--- src/rtl/atten_pkg.sv ---
`timescale 1ns/1ps
package atten_pkg;
  // Default geometry of the serial frame and the attenuation code.
  localparam int ATT_W_DEF  = 7;
  localparam int WORD_W_DEF = 8;
  localparam int ADDR_W_DEF = 3;
  localparam int SYNC_DEF   = 2;

  // Index of each synchronized serial wire inside the synchronizer bank.
  typedef enum int {
    WIRE_DATA  = 0,
    WIRE_CLK   = 1,
    WIRE_LATCH = 2
  } ser_wire_e;

  localparam int N_WIRES = 3;
endpackage

--- src/rtl/sig_sync.sv ---
`timescale 1ns/1ps
// Multi-flop synchronizer with edge detection on the synchronized level.
module sig_sync #(
  parameter int STAGES = 2
) (
  input  logic clk,
  input  logic rst,
  input  logic din,
  output logic level,
  output logic rise,
  output logic fall
);
  logic [STAGES-1:0] chain;
  logic              prev;

  always_ff @(posedge clk) begin
    if (rst) begin
      chain <= '0;
      prev  <= 1'b0;
    end else begin
      chain <= {chain[STAGES-2:0], din};
      prev  <= chain[STAGES-1];
    end
  end

  assign level = chain[STAGES-1];
  assign rise  = chain[STAGES-1] & ~prev;
  assign fall  = ~chain[STAGES-1] & prev;
endmodule

--- src/rtl/frame_shifter.sv ---
`timescale 1ns/1ps
// LSB-first frame register with a saturating count of shifted bits.
module frame_shifter #(
  parameter int FRAME_W = 16
) (
  input  logic               clk,
  input  logic               rst,
  input  logic               bit_in,
  input  logic               shift_en,
  input  logic               clear_cnt,
  output logic [FRAME_W-1:0] frame,
  output logic               full
);
  localparam int CNT_W = $clog2(FRAME_W + 1);
  localparam logic [CNT_W-1:0] CNT_TOP = CNT_W'(FRAME_W);

  logic [FRAME_W-1:0] sreg;
  logic [CNT_W-1:0]   cnt;

  always_ff @(posedge clk) begin
    if (rst) begin
      sreg <= '0;
      cnt  <= '0;
    end else begin
      if (shift_en && !clear_cnt) begin
        // New bit enters at the top; the first bit ends up at bit 0.
        sreg <= {bit_in, sreg[FRAME_W-1:1]};
      end
      if (clear_cnt) begin
        cnt <= '0;
      end else if (shift_en && cnt != CNT_TOP) begin
        cnt <= cnt + 1'b1;
      end
    end
  end

  assign frame = sreg;
  assign full  = (cnt == CNT_TOP);
endmodule

--- src/rtl/frame_commit.sv ---
`timescale 1ns/1ps
// Decides on a latch edge whether the frame replaces the held code.
module frame_commit #(
  parameter int ATT_W  = 7,
  parameter int WORD_W = 8,
  parameter int ADDR_W = 3
) (
  input  logic                clk,
  input  logic                rst,
  input  logic                take,
  input  logic                full,
  input  logic [2*WORD_W-1:0] frame,
  input  logic [ADDR_W-1:0]   strap,
  output logic [ATT_W-1:0]    code,
  output logic                reject
);
  localparam logic [ATT_W-1:0] CODE_MAX = {ATT_W{1'b1}};

  logic [WORD_W-1:0] att_word;
  logic [ADDR_W-1:0] addr_field;
  logic              guard_set;
  logic              addr_hit;
  logic              accept;
  logic              refuse;

  always_comb begin
    att_word   = frame[WORD_W-1:0];
    addr_field = frame[WORD_W +: ADDR_W];
    guard_set  = |att_word[WORD_W-1:ATT_W];
    addr_hit   = (addr_field == strap);
    accept     = take & full & addr_hit & ~guard_set;
    refuse     = take & full & ~(addr_hit & ~guard_set);
  end

  always_ff @(posedge clk) begin
    if (rst) begin
      code   <= CODE_MAX;
      reject <= 1'b0;
    end else begin
      if (accept) begin
        code <= att_word[ATT_W-1:0];
      end
      reject <= refuse;
    end
  end
endmodule

--- src/rtl/atten_ser_ctrl.sv ---
`timescale 1ns/1ps
module atten_ser_ctrl
  import atten_pkg::*;
#(
  parameter int ATT_W  = ATT_W_DEF,
  parameter int WORD_W = WORD_W_DEF,
  parameter int ADDR_W = ADDR_W_DEF,
  parameter int SYNC_N = SYNC_DEF
) (
  input  logic              clk,
  input  logic              rst,
  input  logic              ser_data,
  input  logic              ser_clk,
  input  logic              ser_latch,
  input  logic [ADDR_W-1:0] addr_strap,
  output logic [ATT_W-1:0]  atten_code,
  output logic              frame_reject
);
  localparam int FRAME_W = 2 * WORD_W;

  logic [N_WIRES-1:0] raw_w;
  logic [N_WIRES-1:0] lvl_w;
  logic [N_WIRES-1:0] rise_w;
  logic [N_WIRES-1:0] fall_w;

  assign raw_w[WIRE_DATA]  = ser_data;
  assign raw_w[WIRE_CLK]   = ser_clk;
  assign raw_w[WIRE_LATCH] = ser_latch;

  for (genvar g = 0; g < N_WIRES; g++) begin : g_sync
    sig_sync #(.STAGES(SYNC_N)) u_sync (
      .clk   (clk),
      .rst   (rst),
      .din   (raw_w[g]),
      .level (lvl_w[g]),
      .rise  (rise_w[g]),
      .fall  (fall_w[g])
    );
  end

  logic               le_level;
  logic               le_rise;
  logic               le_fall;
  logic               shift_en;
  logic               frame_full;
  logic [FRAME_W-1:0] frame;

  assign le_level = lvl_w[WIRE_LATCH];
  assign le_rise  = rise_w[WIRE_LATCH];
  assign le_fall  = fall_w[WIRE_LATCH];
  assign shift_en = rise_w[WIRE_CLK] & ~le_level;

  frame_shifter #(.FRAME_W(FRAME_W)) u_shift (
    .clk       (clk),
    .rst       (rst),
    .bit_in    (lvl_w[WIRE_DATA]),
    .shift_en  (shift_en),
    .clear_cnt (le_fall),
    .frame     (frame),
    .full      (frame_full)
  );

  // The strap pins are static board straps and are used unsynchronized.
  frame_commit #(.ATT_W(ATT_W), .WORD_W(WORD_W), .ADDR_W(ADDR_W)) u_commit (
    .clk    (clk),
    .rst    (rst),
    .take   (le_rise),
    .full   (frame_full),
    .frame  (frame),
    .strap  (addr_strap),
    .code   (atten_code),
    .reject (frame_reject)
  );
endmodule

--- config.mk ---
export PLATFORM = sky130hd
export DESIGN_NAME = atten_ser_ctrl
export DESIGN_NICKNAME = d
export VERILOG_FILES = /design/src/rtl/atten_pkg.sv /design/src/rtl/sig_sync.sv /design/src/rtl/frame_shifter.sv /design/src/rtl/frame_commit.sv /design/src/rtl/atten_ser_ctrl.sv
export SDC_FILE = /design/constraint.sdc
export NUM_CORES = 1
export LEC_CHECK = 0
export ABC_AREA = 1
export CELL_PAD_IN_SITES_DETAIL_PLACEMENT = 1
export CELL_PAD_IN_SITES_GLOBAL_PLACEMENT = 1
export CORE_ASPECT_RATIO = 0.75
export CORE_MARGIN = 2
export CORE_UTILIZATION = 35
export DETAILED_ROUTE_END_ITERATION = 8
export DONT_BUFFER_PORTS = 1
export GPL_TIMING_DRIVEN = 1
export PLACE_DENSITY_LB_ADDON = 0.1
export REMOVE_ABC_BUFFERS = 1
export SLEW_MARGIN = 20
export SYNTH_ARGS = -nofsm -noshare
export SYNTH_HDL_FRONTEND = slang
export SYNTH_SLANG_ARGS = --single-unit
--- constraint.sdc ---
create_clock -name clk -period 2.6 [get_ports clk]
set_input_delay 0 -clock clk [delete_from_list [all_inputs] [get_ports clk]]
set_output_delay 0 -clock clk [all_outputs]
set_load 0.02 [all_outputs]
# After elaboration in Yosys (flattened, before gate mapping)
# Cells that the tools add are included.
dict set report word_totals {
  reg_bits 37
  inputBits 8
  output_inout_bits 8
}
dict set report classes {
  add_sub_neg 1
  eq_ne 3
  bitwise 14
  reduce_logical 4
}
# op n
set op_table {}
lappend op_table {{1-bit bitwise AND} 9}
lappend op_table {{5-bit by 1-bit adder with 5-bit output (second input constant)} 1}
lappend op_table {{5-bit equality test (second input constant)} 1}
lappend op_table {{5-bit inequality test (second input constant)} 1}
lappend op_table {{1-bit inverter} 5}
lappend op_table {{3-bit equality test} 1}
lappend op_table {{1-bit logical AND} 2}
lappend op_table {{2-bit OR reduction} 1}
lappend op_table {{1-bit zero test} 1}

# Longest topological paths before layout
# Gate-level depths: netlist (run 1).
dict set report logic_depth {
  word_depth 5
  mapped_depth 9
}

# Modules after synthesis
# A second synthesis (run 1) with hierarchy kept.
dict set report unflattened {
  hier_cells 200
  hier_area_um2 1601.5
}
# module instances cells_each area_each_um2 seq_area_each_um2
set modules_own_cells {}
lappend modules_own_cells {frame_shifter 1 111 904.6 420.4}
lappend modules_own_cells {frame_commit 1 51 405.4 160.2}
lappend modules_own_cells {sig_sync 3 12 93.8 60.1}
lappend modules_own_cells {atten_ser_ctrl 1 2 10.0 0.0}

# Least setup slack after synthesis (run 1)
# Ideal clock, no wire load.
dict set report synth_timing {
  path_kind {register -> register}
  from {register u_shift.cnt[0]}
  to {register u_commit.code[0]}
  arrival_time_ns 1.125
  t_required_ns 2.471
  slack_ns 1.345
  stages_incl_launch_ff 10
  n_path_buf 0
  cell_sequence {dfxtp_1 inv_1 ha_1 nand2_1 inv_1 nand2_1 nor2_4 nand3_4 nand2_1 nand3_1}
}
dict set report synth_between {
  elab_chain_len 4
}
# element line_no
set synth_lines {}
lappend synth_lines {{start: declaration} frame_shifter.sv:18} ;# logic [CNT_W-1:0] cnt;
lappend synth_lines {{start signal: assignment} frame_shifter.sv:32} ;# cnt <= cnt + 1'b1;
lappend synth_lines {{5-bit equality test} frame_shifter.sv:38} ;# assign full = (cnt == CNT_TOP);
lappend synth_lines {{1-bit bitwise AND (3 in series)} frame_commit.sv:31} ;# accept = take & full & addr_hit & ~guard_set;
lappend synth_lines {{end signal: assignment} frame_commit.sv:41} ;# code <= att_word[ATT_W-1:0];
lappend synth_lines {{end: declaration} frame_commit.sv:14} ;# output logic [ATT_W-1:0] code,
# No other way between the ends.
# A chain may end at the register's enable or synchronous reset.

# Worst setup path in the final report (run 1)
dict set report layout_timing {
  from {register g_sync[2].u_sync.chain[1]}
  to {register u_shift.sreg[7], in the netlist u_shift.frame[7]}
}
dict set report layout_between {
  elab_chain_len 4
  word_cells_on_any_way 5
  classes_between {bitwise (3); reduce/logical (2)}
}
# element line_no
set layout_lines {}
lappend layout_lines {{start: declaration} sig_sync.sv:13} ;# logic [STAGES-1:0] chain;
lappend layout_lines {{start signal: assignment} sig_sync.sv:21} ;# chain <= {chain[STAGES-2:0], din};
lappend layout_lines {{1-bit inverter (*)} {sig_sync.sv:28, atten_ser_ctrl.sv:51}}
lappend layout_lines {{1-bit bitwise AND} sig_sync.sv:28} ;# assign fall = ~chain[STAGES-1] & prev;
lappend layout_lines {{1-bit zero test} frame_shifter.sv:25} ;# if (shift_en && !clear_cnt) begin
lappend layout_lines {{1-bit logical AND (*)} frame_shifter.sv:25}
lappend layout_lines {{end signal: assignment} frame_shifter.sv:27} ;# sreg <= {bit_in, sreg[FRAME_W-1:1]};
lappend layout_lines {{end: declaration} frame_shifter.sv:17} ;# logic [FRAME_W-1:0] sreg;
# Mark *: on every way between the ends. The rest lies on a longest branch, timed or not.

==> summary.md, run 1 <==
| Metric | Value |
|---|---|
| Run status | completed |
| Number of clock sinks | 37 |
| Clk Latency, worst-skew pair | 0.29 ns |
| CP Launch Type | flip-flop |
| Fmax | 0.6292 GHz |
| Post-layout minimum cycle time | 1.589 ns |
| Share of post-route cells with drive strength above 1 | 0.07614 |
| Setup_tns | 0 ns |
| Max_cap viols | 0 |
| Final WL | 3024 um |
| Clk root buf | clkbuf_8 |
| RSZ-0062 raised after global routing | no |
| Largest area contributor in the netlist | dfxtp_1 |
| First-pass GRT wire length | 5299 um |
| Initial antenna violation count | 0 |
| Vias in the first global route | 1,228 |
| CTS Buf Count | 5 |
| Sequential share of the synthesized area | 0.5047 |
| Synth area leaders | dfxtp_1 (50%), nand2_1 (12%), nand3_1 (9.9%), a21oi_1 (7.8%), inv_1 (5.6%) |
| Total chip power | 1.228 mW |
| Final setup violation count | 0 |
| FF+latch count, synth | 37 |
| Hold Crit Class | input port to flip-flop |
| Mapped cell area | 0.001468 sq mm |
| Via density | 4.730 |
| Area grow syn2layout | 14.83% |
| IO Pins | 16 |
| FP Rows | 20 |
| Max-slew violations | 0 |
| Routability Congestion | 0.8235 |
| Remaining DRCs | 0 |
| TritonRoute pass-1 iters | 3 |
| Critical path class | flip-flop to flip-flop |
| Post-Layout Inst Area | 0.001685 sq mm |
| Final Hold Fails | 0 |
| CP Max Fanout | 20 |
| Yosys cell types | 20 |
| Largest net degree at the start of global routing | 22 |
| Nets@finish | 206 |
| Max IR drop VDD | 314.3 uV |
| Port Buf Inserts | 0 |
| Worst-path clk slew | 0.08 ns |
| Syn Area/Cell | 7.684 sq um |
| Vias | 1,192 |
| Half-perimeter wire length after placement | 2214 um |
| CTS Buffer Depth | 2 |
| Initial drt markers | 39 |
| Die X | 78.78 um |
| Clk_skew | 0.008071 ns |
| Area of the multi-input gates | 608.1 sq um |
| Cell count after synthesis | 191 |
| CTS H-tree lvls | 2 |
| Worst slew pin tran | 0.7507 ns |
| Die height | 60.08 um |
| Die area | 0.004733 sq mm |
| Starting density of the core | 0.3643 |
| Wirelength per Cell | 12.00 um |
| Diodes inserted | 0 |
| Post-CTS Resized | 0 |
| Antenna Violating Nets Remaining | 0 |
| LEAKAGE | 0.6846 nW |
| Required @ worst endpoint | 2.76 ns |
| CTS tree | yes |
| Tot GR Track Use | 0.1469 |
| Sequential Area | 740.7 sq um |
| Area of placed instances | 0.001511 sq mm |
| Synth top area share | 0.5047 |
| Core ar. | 0.004029 sq mm |
| Power per cell area | 728.4 mW/mm^2 |
| GRT overflow | 0 |
| Yosys warnings | 0 |
| Fillers | 502 |
| Worst path arrival time | 1.75 ns |
| Crit share post-route | 0.6113 |
| Slew headroom | 0.4979 |
| Critical Path End Type | flip-flop |
-- final cells by class --
cell class	instances	area share
Clock buffer	5	0.04083
Clock inverter	3	0.03860
Inverter	23	0.05122
Multi-Input combinational cell	124	0.3608
Sequential cell	37	0.4395
Tap cell	55	0.04083
Timing Repair Buffer	5	0.02821
-- worst max-delay path, stage by stage, from the launching register on --
cell and delay (ns):
dfxtp_1 0.35, nor3_4 0.18, buf_4 0.21, nand2_1 0.39
o21ai_1 0.28, a21oi_1 0.06
-- synthesized netlist by cell type --
| library cell | count |
|---|---|
| inv_2 | 1 |
| nor2_4 | 1 |
| inv_1 | 22 |
| buf_2 | 2 |
| clkbuf_1 | 4 |
| xor2_1 | 1 |
| nor3_4 | 1 |
| o21ai_1 | 4 |
| dfxtp_1 | 37 |
| nor2_2 | 1 |
| nand2_1 | 45 |
| nand3_4 | 1 |
| xnor2_1 | 2 |
| o21ai_0 | 1 |
| nor2_1 | 12 |
| ha_1 | 2 |
| a21oi_1 | 23 |
| nand3_1 | 29 |
| nand2_2 | 1 |
| buf_4 | 1 |
-- cells by family after synthesis --
logic type	after synthesis	synth area share
AND/OR/NAND/NOR	91	0.2839
flip-flops	37	0.5047
buffers and inverters	30	0.08099
AO/OA/AOI/OAI	28	0.09548
XOR/XNOR	3	0.01791
adder cells (fa/ha/maj)	2	0.01705
-- per-layer routing --
| layer | vias to the layer above | wire [um] | track usage |
|---|---|---|---|
| li1 | 619 | - | - |
| met2 | 16 | 1355 | 0.2479 |
| met4 | 0 | 52 | 0.06767 |
| met3 | 7 | 127 | 0.04683 |
| met5 | - | 0 | 0 |
| met1 | 550 | 1489 | 0.1731 |
-- cell usage in the layout, fill, tap and decap left out, drive strengths merged --
master	instances
a21oi	23
buf	1
bufinv	2
clkbuf	5
clkinv	1
dfxtp	37
dlygate4sd3	4
ha	2
inv	23
nand2	46
nand3	30
nor2	14
nor3	1
o21ai	5
xnor2	2
xor2	1
-- final timing paths --
check,start,to,slack [ns],depth (start not counted)
worst min register to register,g_sync[2].u_sync.chain[0],g_sync[2].u_sync.chain[1],0.41,2
worst max register to register,g_sync[2].u_sync.chain[1],u_shift.frame[7],1.01,5
worst min-delay path,rst,u_commit.code[3],0.03,2
worst max-delay path,g_sync[2].u_sync.chain[1],u_shift.frame[7],1.01,5
-- sequential cells by signal, summed over array words and instances (netlist names) --
name	cells
u_shift.cnt	5
g_sync.u_sync.chain	6
u_shift.frame	16
u_commit.reject	1
g_sync.u_sync.prev	2
u_commit.code	7
-- report_power, final --
part	switching, mW	internal (mW)	leakage [nW]
combinational	0.0393	0.0184	0.316
sequential	0.00637	0.576	0.300
clock	0.206	0.381	0.0681
total	0.252	0.976	0.685
-- stage by stage --
| step | worst slack, ns | instances | utilization | hold slack (ns) |
|---|---|---|---|---|
| 6_report | 1.011 | 252 | 0.4183 | 0.03179 |
| 3_5_place_dp | 0.9812 | 240 | 0.3752 | 0.07573 |
| 5_1_grt | 0.8280 | 252 | 0.4183 | 0.06491 |
| 3_3_place_gp | 1.102 | 240 | 0.3752 | 0.07285 |
| 2_1_floorplan | 1.118 | 184 | - | 0.06907 |
| 4_1_cts | 0.9679 | 252 | 0.4183 | 0.04291 |
-- what timing repair did --
action | in CTS | in global routing
endpoints found under the hold margin | 25 | 0
setup buffers | 0 | 0
hold buffers | 4 | 0
No activity file was read; power rests on OpenSTA's default activity.
==> inputs of run 2 (changes only) <==
Settings changed: ABC_AREA 1 to 0.
Clock period 2.6 ns to 1.4 ns, I/O delays scaled along.
==> summary.md, run 2 <==
| Metric | Value |
|---|---|
| Run status | completed |
| Number of clock sinks | 37 (unchanged) |
| Reg2Reg Depth | 6 (+1) |
| Via density | 4.730 (about the same) |
| GRT overflow | 0 (unchanged) |
| Initial drt markers | 42 (+7.7%) |
| Hold Crit Class | input port to flip-flop |
| Wirelength per Cell | 13.77 um (+15%) |
| Post-Layout Inst Area | 0.001759 sq mm (+4.4%) |
| Worst Hold Depth | 4 (+2) |
| Routability Congestion | 0.7325 (-11%) |
| Clk Latency, worst-skew pair | 0.28 ns (about the same) |
| CP Cell Sequence | inv_2, ha_4, nand4bb_4, nor3_4, a21boi_1, a211o_1 |
| Max incr delay on CP | 0.33 ns (-0.06 ns) |
| Finished Layout Cells | 222 (-12%) |
| Largest area contributor in the netlist | dfxtp_1 |
| Max_cap viols | 0 (unchanged) |
| Cell count after synthesis | 147 (-23%) |
| Nets@finish | 179 (-13%) |
| Initial antenna violation count | 0 (unchanged) |
| Post-synth EDFFs | 0 (unchanged) |
| Max-slew violations | 0 (unchanged) |
| Worst slew pin tran | 0.2963 ns (-0.4543 ns) |
| Placed cell count | 205 (-15%) |
| CP Max Fanout | 5 (-75%) |
| Sequential share of the synthesized area | 0.5309 (+0.02625) |
| Max FFs per register | 16 (unchanged) |
| Clk pwr share | 0.373 (-0.105) |
| Area grow syn2layout | 26.10% |
| Syn Area/Cell | 9.490 sq um (+24%) |
| Sw Share | 0.2170 (+0.01190) |
| Final setup violation count | 0 (unchanged) |
| Worst-path clk slew | 0.07 ns (about the same) |
| Yosys warnings | 0 (unchanged) |
| Max IR drop VDD | 544.9 uV (+73%) |
| Vias in the first global route | 1,099 (-11%) |
| First-pass GRT wire length | 5244 um (-1.0%) |
| Mapped cell area | 0.001395 sq mm (-4.9%) |
| Post-layout utilization of the core | 0.4713 (+0.05301) |
| Share of post-route cells with drive strength above 1 | 0.2412 (+0.1650) |
| Hold_ws | 0.2066 ns (+0.1748 ns) |
| Top cells by count, synth | dfxtp_1 (37), nand2_1 (34), a21oi_1 (17) |
| Critical-path top delay cell | dfxtp_2 |
| Core ar. | 0.003732 sq mm (-7.4%) |
| CTS Buf Count | 5 (unchanged) |
| Clk root buf | clkbuf_8 |
| Critical path class | flip-flop to flip-flop |
| Post-layout minimum cycle time | 1.388 ns (-0.2014 ns) |
| Die X | 76.90 um (-2.4%) |
| Total chip power | 1.871 mW (+52%) |
| CP Launch Type | flip-flop |
| IO Pins | 16 (unchanged) |
| CTS tree | yes |
| Setup_tns | 0 ns (unchanged) |
| TritonRoute pass-1 iters | 4 (+1) |
| Clk_skew | 0.004998 ns (-0.003073 ns) |
| Final WL | 3056 um (+1.1%) |
| Comb pwr share | 0.055 (+0.008) |
| Sw Pwr | 0.4060 mW (+61%) |
| Half-perimeter wire length after placement | 1951 um (-12%) |
| RSZ-0062 raised after global routing | yes |
| Remaining DRCs | 0 (unchanged) |
| Diodes inserted | 0 (unchanged) |
| Tot GR Track Use | 0.1530 (+0.006104) |
| Most frequent cells in the layout | nand2_1 (34), dfxtp_1 (32), a21oi_1 (17), buf_4 (17), nor2b_1 (8) |
| CTS Buffer Depth | 2 (unchanged) |
| Asr flop ratio synth | 0 (unchanged) |
| Cell with the most instances after synthesis | dfxtp_1 |
| Critical Path End Type | flip-flop |
| Synth top area share | 0.5309 (+0.02625) |
| Crit share post-route | 0.9914 (+0.3801) |
| Worst path arrival time | 1.56 ns (-0.19 ns) |
| Setup slack at placement | -0.2221 ns (-1.203 ns) |
| Die height | 58.68 um (-2.3%) |
| Worst setup margin | 0.01198 ns (-0.9986 ns) |
| LEAKAGE | 0.6334 nW (-7.5%) |
| Final Hold Fails | 0 (unchanged) |
| Area of placed instances | 0.001515 sq mm (+0.25%) |
| Sequential power share | 0.572 (+0.097) |
| Port Buf Inserts | 0 (unchanged) |
| Required @ worst endpoint | 1.57 ns (-1.19 ns) |
| Fmax | 0.7205 GHz (+15%) |
| Power per cell area | 1064 mW/mm^2 (+46%) |
| Most common cell after layout, fill and taps aside | nand2_1 |
| CTS H-tree lvls | 2 (unchanged) |
| FP Rows | 19 (-5.0%) |
| Die area | 0.004512 sq mm (-4.7%) |
| Antenna Violating Nets Remaining | 0 (unchanged) |
| Largest net degree at the start of global routing | 34 (+55%) |
| Starting density of the core | 0.3738 (+0.009499) |
| Top FF cell, synth | dfxtp_1 |
| Yosys cell types | 25 (+25%) |
| Synth area leaders | dfxtp_1 (53%), nand2_1 (9.1%), a21oi_1 (6.1%), a211o_1 (4.4%), a21boi_0 (3.8%) |
| Vias | 1,050 (-12%) |
| Cell Int Power | 1.465 mW (+50%) |
| Slew headroom | 0.8022 (+0.3043) |
| FF+latch count, synth | 37 (unchanged) |
[run 2: cell count changes after synthesis, moves of 2 or more]
| cell | change |
|---|---|
| a211o_1 | +7 |
| a21boi_0 | +7 |
| a21oi_1 | -6 |
| buf_6 | +2 |
| inv_1 | -19 |
| nand2_1 | -11 |
| nand3_1 | -27 |
| nand4_1 | +2 |
| nor2_1 | -7 |
| nor2b_1 | +8 |
| o21ai_1 | -4 |
| xor2_1 | +5 |
[run 2: cell type report]
type	instances	area, sq um
multi-input combinational	100	668.1
fill	424	1973
sequential	37	747.0
tap	52	65.06
timing repair buffer	22	187.7
inverter	3	11.26
clock buffer	8	80.08
[run 2: what timing repair did]
action                                 CTS  global route
buffers inserted                         1             2
endpoints found under the hold margin   37             0
resized for setup                       18             6
gates cloned                             1             0
hold buffers                             5             0
pin swaps                               15             9
setup endpoints to repair                7             7
[run 2: power by group through the flow]
stage          clock [mW]  combinational, mW  sequential (mW)
6_report            0.699              0.103             1.07
5_1_grt             0.796              0.113             1.07
4_1_cts             0.727              0.100             1.07
3_5_place_dp            0             0.0604             1.09
3_3_place_gp            0             0.0584             1.09
2_1_floorplan           0             0.0360             1.09
[run 2: logic make-up after synthesis]
| family | Yosys count | synth area share |
|---|---|---|
| AOI/OAI and AO/OA | 32 | 0.1480 |
| adders and majority gates | 2 | 0.01793 |
| and+or+nand+nor | 58 | 0.2153 |
| DFF | 37 | 0.5309 |
| buffers and inverters | 11 | 0.04394 |
| xor gates and xnor gates | 7 | 0.04395 |
[run 2: metal layers]
metal / global-route usage / wire length, um / vias up
li1: - / - / 532
met1: 0.1911 / 1418 / 496
met2: 0.2431 / 1448 / 14
met3: 0.05675 / 136 / 8
met4: 0.06234 / 53 / 0
met5: 0 / 0 / -
[run 2: worst max-delay path, delay by kind of cell, from the launching register on]
kind / cells / cell delay [ns]
simple gates: 2 / 0.40
flops: 1 / 0.33
compound gates: 2 / 0.33
fa+ha+maj: 1 / 0.14
buf+inv: 1 / 0.07
[run 2: path summary, 6_finish.rpt]
kind,from,endpoint,slack [ns]
worst max-delay path,u_shift.cnt[0],u_commit.code[4],0.01
worst max register to register,u_shift.cnt[0],u_commit.code[4],0.01
worst min-delay path,addr_strap[0],u_commit.reject,0.21
worst min register to register,g_sync[2].u_sync.chain[0],g_sync[2].u_sync.chain[1],0.44
